### src/rtl/capture_channel.sv
module capture_channel #(
  parameter int CW = 16
) (
  input  logic          clk,
  input  logic          rst_n,
  input  logic          pin_in,
  input  logic [CW-1:0] count_in,
  input  logic          enable,
  input  logic [1:0]    filt_sel,
  input  logic          pol_fall,
  input  logic [1:0]    psc_sel,
  input  logic          flag_clr,
  output logic [CW-1:0] cap_value,
  output logic          cap_flag,
  output logic          ovr_flag
);
  localparam int RW = 3;

  logic          sync1, sync2;
  logic          lvl, lvl_q;
  logic [RW-1:0] run_cnt;
  logic [RW-1:0] ev_cnt;
  logic [RW:0]   filt_need, psc_div;
  logic          accept, edge_hit, last_ev, fire;

  assign filt_need = (RW+1)'(1) << filt_sel;
  assign psc_div   = (RW+1)'(1) << psc_sel;
  assign accept    = ({1'b0, run_cnt} + (RW+1)'(1)) >= filt_need;
  assign edge_hit  = pol_fall ? (lvl_q & ~lvl) : (lvl & ~lvl_q);
  assign last_ev   = {1'b0, ev_cnt} == (psc_div - (RW+1)'(1));
  assign fire      = enable & edge_hit & last_ev;

  always_ff @(posedge clk or negedge rst_n) begin
    if (!rst_n) begin
      sync1 <= 1'b0;
      sync2 <= 1'b0;
    end else begin
      sync1 <= pin_in;
      sync2 <= sync1;
    end
  end

  always_ff @(posedge clk or negedge rst_n) begin
    if (!rst_n) begin
      lvl     <= 1'b0;
      run_cnt <= '0;
    end else if (sync2 == lvl) begin
      run_cnt <= '0;
    end else if (accept) begin
      lvl     <= sync2;
      run_cnt <= '0;
    end else begin
      run_cnt <= run_cnt + RW'(1);
    end
  end

  always_ff @(posedge clk or negedge rst_n) begin
    if (!rst_n) lvl_q <= 1'b0;
    else        lvl_q <= lvl;
  end

  always_ff @(posedge clk or negedge rst_n) begin
    if (!rst_n)        ev_cnt <= '0;
    else if (!enable)  ev_cnt <= '0;
    else if (edge_hit) ev_cnt <= last_ev ? '0 : ev_cnt + RW'(1);
  end

  always_ff @(posedge clk or negedge rst_n) begin
    if (!rst_n) begin
      cap_value <= '0;
      cap_flag  <= 1'b0;
      ovr_flag  <= 1'b0;
    end else begin
      if (fire) cap_value <= count_in;
      cap_flag <= fire | (cap_flag & ~flag_clr);
      ovr_flag <= (fire & cap_flag & ~flag_clr) | (ovr_flag & ~flag_clr);
    end
  end
endmodule


### config.mk
export PLATFORM = sky130hd
export DESIGN_NAME = capture_channel
export DESIGN_NICKNAME = d
export VERILOG_FILES = /design/src/rtl/capture_channel.sv
export SDC_FILE = /design/constraint.sdc
export NUM_CORES = 1
export LEC_CHECK = 0
export ABC_CLOCK_PERIOD_IN_PS = 2400
export BUFFER_PORTS_ARGS = -buffer_cell sky130_fd_sc_hd__buf_4
export CAP_MARGIN = 30
export CORE_ASPECT_RATIO = 0.5
export CORE_MARGIN = 2
export CORE_UTILIZATION = 35
export DETAILED_ROUTE_END_ITERATION = 8
export SLEW_MARGIN = 20
export SYNTH_ARGS = -nofsm -noshare
export SYNTH_HDL_FRONTEND = slang
export SYNTH_SLANG_ARGS = --single-unit
### constraint.sdc
create_clock -name clk -period 2.4 [get_ports clk]
set_input_delay 0.48 -clock clk [delete_from_list [all_inputs] [get_ports clk]]
set_output_delay 0.48 -clock clk [all_outputs]
set_load 0.01 [all_outputs]
==> results.md, run 1 <==
- Fin. max-slew vios: 0
- Post-synth cell types: 29
- # hold bufs at CTS: 0
- FMAX: 0.513 GHz
- PortBufs: 43
- Syn nets: 131
- Final Wtd Congestion: 0.730
- Max_slew headroom: 76.1%
- Skew final: 0.00116 ns
- Critical Path Slowest Stage Cell: dfrtp_1
- Final Hold Fails: 0
- Final Power: 1.66 mW
- Hold WC Path Type: primary input to asynchronous set/reset pin
- CP Launch Point: lvl$_DFFE_PN0P_
- Crit-path max FO: 18
- Critical path type: register to register
- TritonCTS Buffers: 3
- Largest net degree at the start of global routing: 29
- Commonest non-fill, non-tap cell in the layout: buf_4
- DP Wirelength: 1720 um
- Worst skew pair latency: 0.26 ns
- CTS Sinks: 28
- Total track usage: 11.6%
- Uppermost layer routed: met4
- RR Endpoint: cap_value[6]$_DFFE_PN0P_
- Final nets: 179
- Crit-path max cell delay: 0.42 ns
- Post-DRT Antenna Nets: 0
- Setup violators final: 0
- Num ports: 44
- Via count: 877
- Worst path bufs/invs: 1
- Layout cells sized above 1: 46.9%
- Antenna violations before repair: 0
- Worst Setup Start Kind: register
- CP required: 2.55 ns
- Yosys reg bits: 28
- CTS clk-pin slew, worst paths: 0.08 ns
- Die footprint: 0.00414 mm2
- Most frequent cells in the layout: buf_4, dfrtp_1, mux2_2, nand2_1, ha_1
- Die Width: 89.1 um
- Clock tree buffer depth: 2
- PD cells: 974 mW/mm2
- Slew @ Worst Pin: 0.356 ns
- Root buf cell: clkbuf_8
- Met1 WL: 976 um
- Vias per cell: 4.47
- Outcome: complete, no violations
- First-pass GRT wire length: 3630 um
- Syn Area/Cell: 12.8 um2
- Final Critical Period: 1.95 ns
- Met2 wire len: 1100 um
- Setup TNS: 0 ns
- Setup bufs post-CTS: 0
- Vias in the first global route: 824
- Crit Reg-Reg Startpoint: lvl$_DFFE_PN0P_
- Worst path arrival time: 2.10 ns
- Final Util: 49.3%
- Remaining Overflow, GRT: 0
- Antenna Cells: 0
- Post_cts resized: 0
- DRT Pass-1 Iters: 4
- Max-Cap Viols: 0
- Layout overhead on the synthesized area: 34.5%
- Critical path's top delay family: simple AND/OR/NAND/NOR gates
- Sequential cell area fraction in the yosys report: 55.3%
- Crit-path cells: or3b_1 > and2_4 > a311oi_4 > buf_12 > mux2_2
- FP Rows: 15
- Residual DRC: 0
- TritonCTS clock tree: built
- Routed WL: 2190 um
- Initial DRC Count: 49
- Register-to-Register Path Depth: 5
- RSZ-0062 raised after global routing: false
- CP endpoint kind: register
- Initial Utilization: 36.7%
- Final Cycle Share: 81.2%
- Static leakage: 0.848 nW
- Worst vdd ir: 0.498 mV
- Die Y: 46.5 um
- Wire length on met3: 88 um
- R2R Setup Slk: 0.45 ns
- Mapped Area: 0.00127 mm2
- Synth Instances: 99
- Synth warnings: 0
- Total core area: 0.00345 mm2
- DR WL/cell: 11.2 um
- H-tree depth: 1
## flip-flops by register name (all words and copies together), names as in the netlist
signal,flops
cap_flag,1
cap_value,16
ev_cnt,3
lvl,1
lvl_q,1
ovr_flag,1
run_cnt,3
sync1,1
sync2,1
## per-stage QoR
step,instances,hold WS (ns),worst slack (ns),instance area [um2]
2_1_floorplan,99,0.184,0.299,1270
3_3_place_gp,193,0.337,0.313,1660
3_5_place_dp,193,0.343,0.290,1660
4_1_cts,196,0.123,0.443,1700
5_1_grt,196,0.135,0.370,1700
6_report,196,0.115,0.452,1700
## report_power, final
group / internal (mW) / total [mW] / switching [mW]
logic: 0.396 / 0.667 / 0.271
clock network: 0.112 / 0.238 / 0.126
registers: 0.646 / 0.752 / 0.107
total: 1.15 / 1.66 / 0.504
## cell usage after synthesis, drive strengths merged
cell | n | area, um2
or3 | 2 | 13.8
nand4 | 1 | 6.26
nor3 | 2 | 10.0
dfrtp | 28 | 701
a21boi | 1 | 7.51
o21ai | 2 | 10.0
nand2b | 3 | 18.8
a311oi | 1 | 26.3
nand3b | 1 | 7.51
o211ai | 2 | 15.0
nand2 | 7 | 26.3
or3b | 1 | 8.76
a21oi | 2 | 10.0
and3 | 2 | 12.5
nand4b | 1 | 8.76
buf | 1 | 11.3
o221ai | 1 | 8.76
nor2b | 1 | 6.26
nor2 | 5 | 18.8
ha | 6 | 75.1
a21o | 2 | 16.3
nand3 | 1 | 5.00
and2 | 2 | 15.0
inv | 5 | 18.8
mux2 | 17 | 191
xor2 | 2 | 17.5
## cell type report
cell class | count | area, um2
multi-input combinational | 65 | 536
tap | 51 | 63.8
sequential | 28 | 701
inverter | 5 | 18.8
fill | 338 | 1750
timing repair buffer | 44 | 343
clock buffer | 3 | 41.3
## layer usage
metal / global-route usage [%] / up-vias
li1: - / 442
met1: 15.5 / 416
met2: 19.1 / 17
met3: 2.69 / 2
met4: 3.58 / 0
met5: 0 / -
## kinds of logic (layout without fill, tap and decap cells)
kind of cell,after synthesis,after routing,share of synthesized area [%]
flops,28,28,55.3
fa+ha+maj,6,6,5.93
xor+xnor,2,2,1.38
mux,17,17,15.1
compound gates,11,11,7.41
simple gates,29,29,12.5
buf+inv,6,52,2.37
## how the worst max path moves through the flow
stage,to,slack [ns],depth (start not counted)
2_1_floorplan,cap_value[0]$_DFFE_PN0P_,0.30,5
3_3_place_gp,cap_value[10]$_DFFE_PN0P_,0.31,6
3_5_place_dp,cap_value[8]$_DFFE_PN0P_,0.29,6
4_1_cts,cap_value[3]$_DFFE_PN0P_,0.44,5
5_1_grt,cap_value[5]$_DFFE_PN0P_,0.37,5
6_report,cap_value[6]$_DFFE_PN0P_,0.45,5
Note: power is estimated with default switching activity, not from simulation.
==> inputs of run 2 (changes only) <==
ABC_CLOCK_PERIOD_IN_PS = 1750   (was 2400)
clock period = 1.75 ns   (was 2.4 ns; I/O delays follow)
==> run 2 against run 1 <==
Effect of this change: the flow now finishes with violations (setup timing); cell count grew 8.7%; combinational power rose by 80%; sequential share of layout area shrank 4.2 points; wire length grew 18%; hold slack improved by 0.065 ns; via count is 11% higher; sequential power grew 36%; non-clock buffer count up 17.
==> results.md, run 2 (synthesized netlist as in run 1, its figures left out) <==
- Outcome: complete, but fails checks (was complete, no violations)
- Violated checks: setup timing
- Final nets: 196 (was 179)
- Critical path type: register to register (unchanged)
- Remaining Overflow, GRT: 0 (unchanged)
- CTS Sinks: 28 (unchanged)
- DRT Pass-1 Iters: 4 (unchanged)
- DP Wirelength: 1900 um (was 1720 um)
- Vias per cell: 4.56 (was 4.47)
- Hold path cells: 1
- Worst vdd ir: 0.712 mV (was 0.498 mV)
- CP required: 1.91 ns (was 2.55 ns)
- Initial DRC Count: 26 (was 49)
- FP Rows: 15 (unchanged)
- Layout cells sized above 1: 54.3% (was 46.9%)
- Worst skew pair latency: 0.27 ns (was 0.26 ns)
- Met2 wire len: 1350 um (was 1100 um)
- PD cells: 1350 mW/mm2 (was 974 mW/mm2)
- Antenna violations before repair: 0 (unchanged)
- Most frequent cells in the layout: buf_4, dfrtp_1, mux2_4, nand2_1, ha_1 (was buf_4, dfrtp_1, mux2_2, nand2_1, ha_1)
- Switching share of power: 30.0% (was 30.4%)
- Met1 WL: 1090 um (was 976 um)
- TritonCTS Buffers: 3 (unchanged)
- Register-to-Register Path Depth: 5 (unchanged)
- Fin. max-slew vios: 0 (unchanged)
- Post-DRT Antenna Nets: 0 (unchanged)
- Final Wtd Congestion: 0.682 (was 0.730)
- Worst Setup Start Kind: register (unchanged)
- DP Area: 0.00178 mm2 (was 0.00166 mm2)
- Largest register FFs: 16 (unchanged)
- Biggest regs: cap_value: 16 flops, ev_cnt: 3 flops, run_cnt: 3 flops (unchanged)
- Residual DRC: 0 (unchanged)
- FMAX: 0.543 GHz (was 0.513 GHz)
- Wire length on met3: 100 um (was 88 um)
- Sw power: 768 uW (was 504 uW)
- PortBufs: 43 (unchanged)
- Static leakage: 0.970 nW (was 0.848 nW)
- Total track usage: 13.9% (was 11.6%)
- Total core area: 0.00345 mm2 (unchanged)
- Reg with most FFs: cap_value (unchanged)
- Antenna Cells: 0 (unchanged)
- Hold Slack: 0.180 ns (was 0.115 ns)
- Final Critical Period: 1.84 ns (was 1.95 ns)
- Die Y: 46.5 um (unchanged)
- TritonCTS clock tree: built (unchanged)
- Final Hold Fails: 0 (unchanged)
- Max-Cap Viols: 0 (unchanged)
- Gate power share: 46.9% (was 40.2%)
- Setup violators final: 16 (was 0)
- CP endpoint kind: register (unchanged)
- Layout overhead on the synthesized area: 49.8% (was 34.5%)
- Largest net degree at the start of global routing: 29 (unchanged)
- Via count: 971 (was 877)
- H-tree depth: 1 (unchanged)
- Layout fillers: 331 (was 338)
- Root buf cell: clkbuf_8 (unchanged)
- Seq pwr share: 40.0% (was 45.4%)
- RSZ-0062 raised after global routing: true (was false)
- Crit-path max FO: 9 (was 18)
- Commonest non-fill, non-tap cell in the layout: buf_4 (unchanged)
- Final Util: 54.9% (was 49.3%)
- Clk pwr share: 13.1% (was 14.4%)
- Die Width: 89.1 um (unchanged)
- Initial Utilization: 36.7% (unchanged)
- Vias in the first global route: 912 (was 824)
- Max_slew headroom: 76.4% (was 76.1%)
- Num ports: 44 (unchanged)
- Worst path arrival time: 2.00 ns (was 2.10 ns)
- Skew final: 0.00765 ns (was 0.00116 ns)
- Final Cycle Share: 105% (was 81.2%)
- Slew @ Worst Pin: 0.353 ns (was 0.356 ns)
- CTS clk-pin slew, worst paths: 0.09 ns (was 0.08 ns)
- Hold WC Path Type: primary input to register (was primary input to asynchronous set/reset pin)
- Routed WL: 2580 um (was 2190 um)
- Uppermost layer routed: met4 (unchanged)
- R2R Setup Slk: -0.09 ns (was 0.45 ns)
- Final worst slack: -0.0911 ns (was 0.452 ns)
- DR WL/cell: 12.1 um (was 11.2 um)
- Post-layout instance area: 0.00190 mm2 (was 0.00170 mm2)
- First-pass GRT wire length: 4120 um (was 3630 um)
- Cell-internal power: 1.79 mW (was 1.15 mW)
- Die footprint: 0.00414 mm2 (unchanged)
- Clock tree buffer depth: 2 (unchanged)
==> run 2: cell types whose count changed in the layout (fill, tap and decap cells not counted), sizes merged <==
| cell | previous run | this run |
|---|---|---|
| buf | 44 | 60 |
| dlygate4sd3 | 0 | 1 |
==> run 2: through the flow <==
step | setup slack, ns | TNS (ns) | std cells | power [mW]
6_report | -0.0911 | -1.17 | 213 | 2.56
5_1_grt | -0.166 | -2.44 | 213 | 2.78
4_1_cts | -0.0932 | -1.24 | 213 | 2.56
3_5_place_dp | -0.221 | -3.38 | 206 | 2.14
3_3_place_gp | -0.170 | -2.69 | 206 | 2.12
2_1_floorplan | -0.187 | -1.86 | 99 | 1.61
==> run 2: power by group through the flow <==
stage / combinational, mW / clock [mW] / sequential, mW
3_3_place_gp: 1.08 / 0 / 1.03
3_5_place_dp: 1.10 / 0 / 1.03
5_1_grt: 1.33 / 0.393 / 1.06
4_1_cts: 1.18 / 0.353 / 1.02
6_report: 1.20 / 0.335 / 1.02
2_1_floorplan: 0.501 / 0 / 1.11
==> run 2: final cells by class <==
cell class,count,area (um2),area share (%)
Tap cell,51,63.8,3.36
Inverter,5,18.8,0.989
Timing Repair Buffer,61,472,24.9
Multi-Input combinational cell,65,601,31.7
Clock buffer,3,41.3,2.18
Sequential cell,28,701,36.9
==> run 2: critical path: stages (launching register included) <==
cell and delay, ns:
dfrtp_1 0.38, or3b_4 0.38, and2_4 0.16, a311oi_4 0.26
buf_6 0.20, mux2_2 0.33
==> run 2: repair_timing <==
item | CTS | global route
gates resized for setup | 6 | 7
buffers inserted | 3 | 0
pin swaps | 4 | 2
setup endpoints to repair | 20 | 21
hold buffers | 1 | 0
hold endpoints to repair | 28 | 0
==> run 2: path summary, 6_finish.rpt <==
| kind | startpoint | to |
|---|---|---|
| setup / recovery | lvl_q$_DFF_PN0_ | cap_value[3]$_DFFE_PN0P_ |
| hold / removal | pin_in | sync1$_DFF_PN0_ |
| setup reg to reg | lvl_q$_DFF_PN0_ | cap_value[3]$_DFFE_PN0P_ |
| hold reg to reg | sync1$_DFF_PN0_ | sync2$_DFF_PN0_ |
| max in group asynchronous | rst_n | cap_value[7]$_DFFE_PN0P_ |
| min in group asynchronous | rst_n | cap_value[0]$_DFFE_PN0P_ |
==> run 2: metal layers <==
layer,up-vias,GRT usage [%]
met2,17,24.3
met4,0,5.37
met1,476,17.0
met5,-,0
met3,4,3.23
li1,474,-
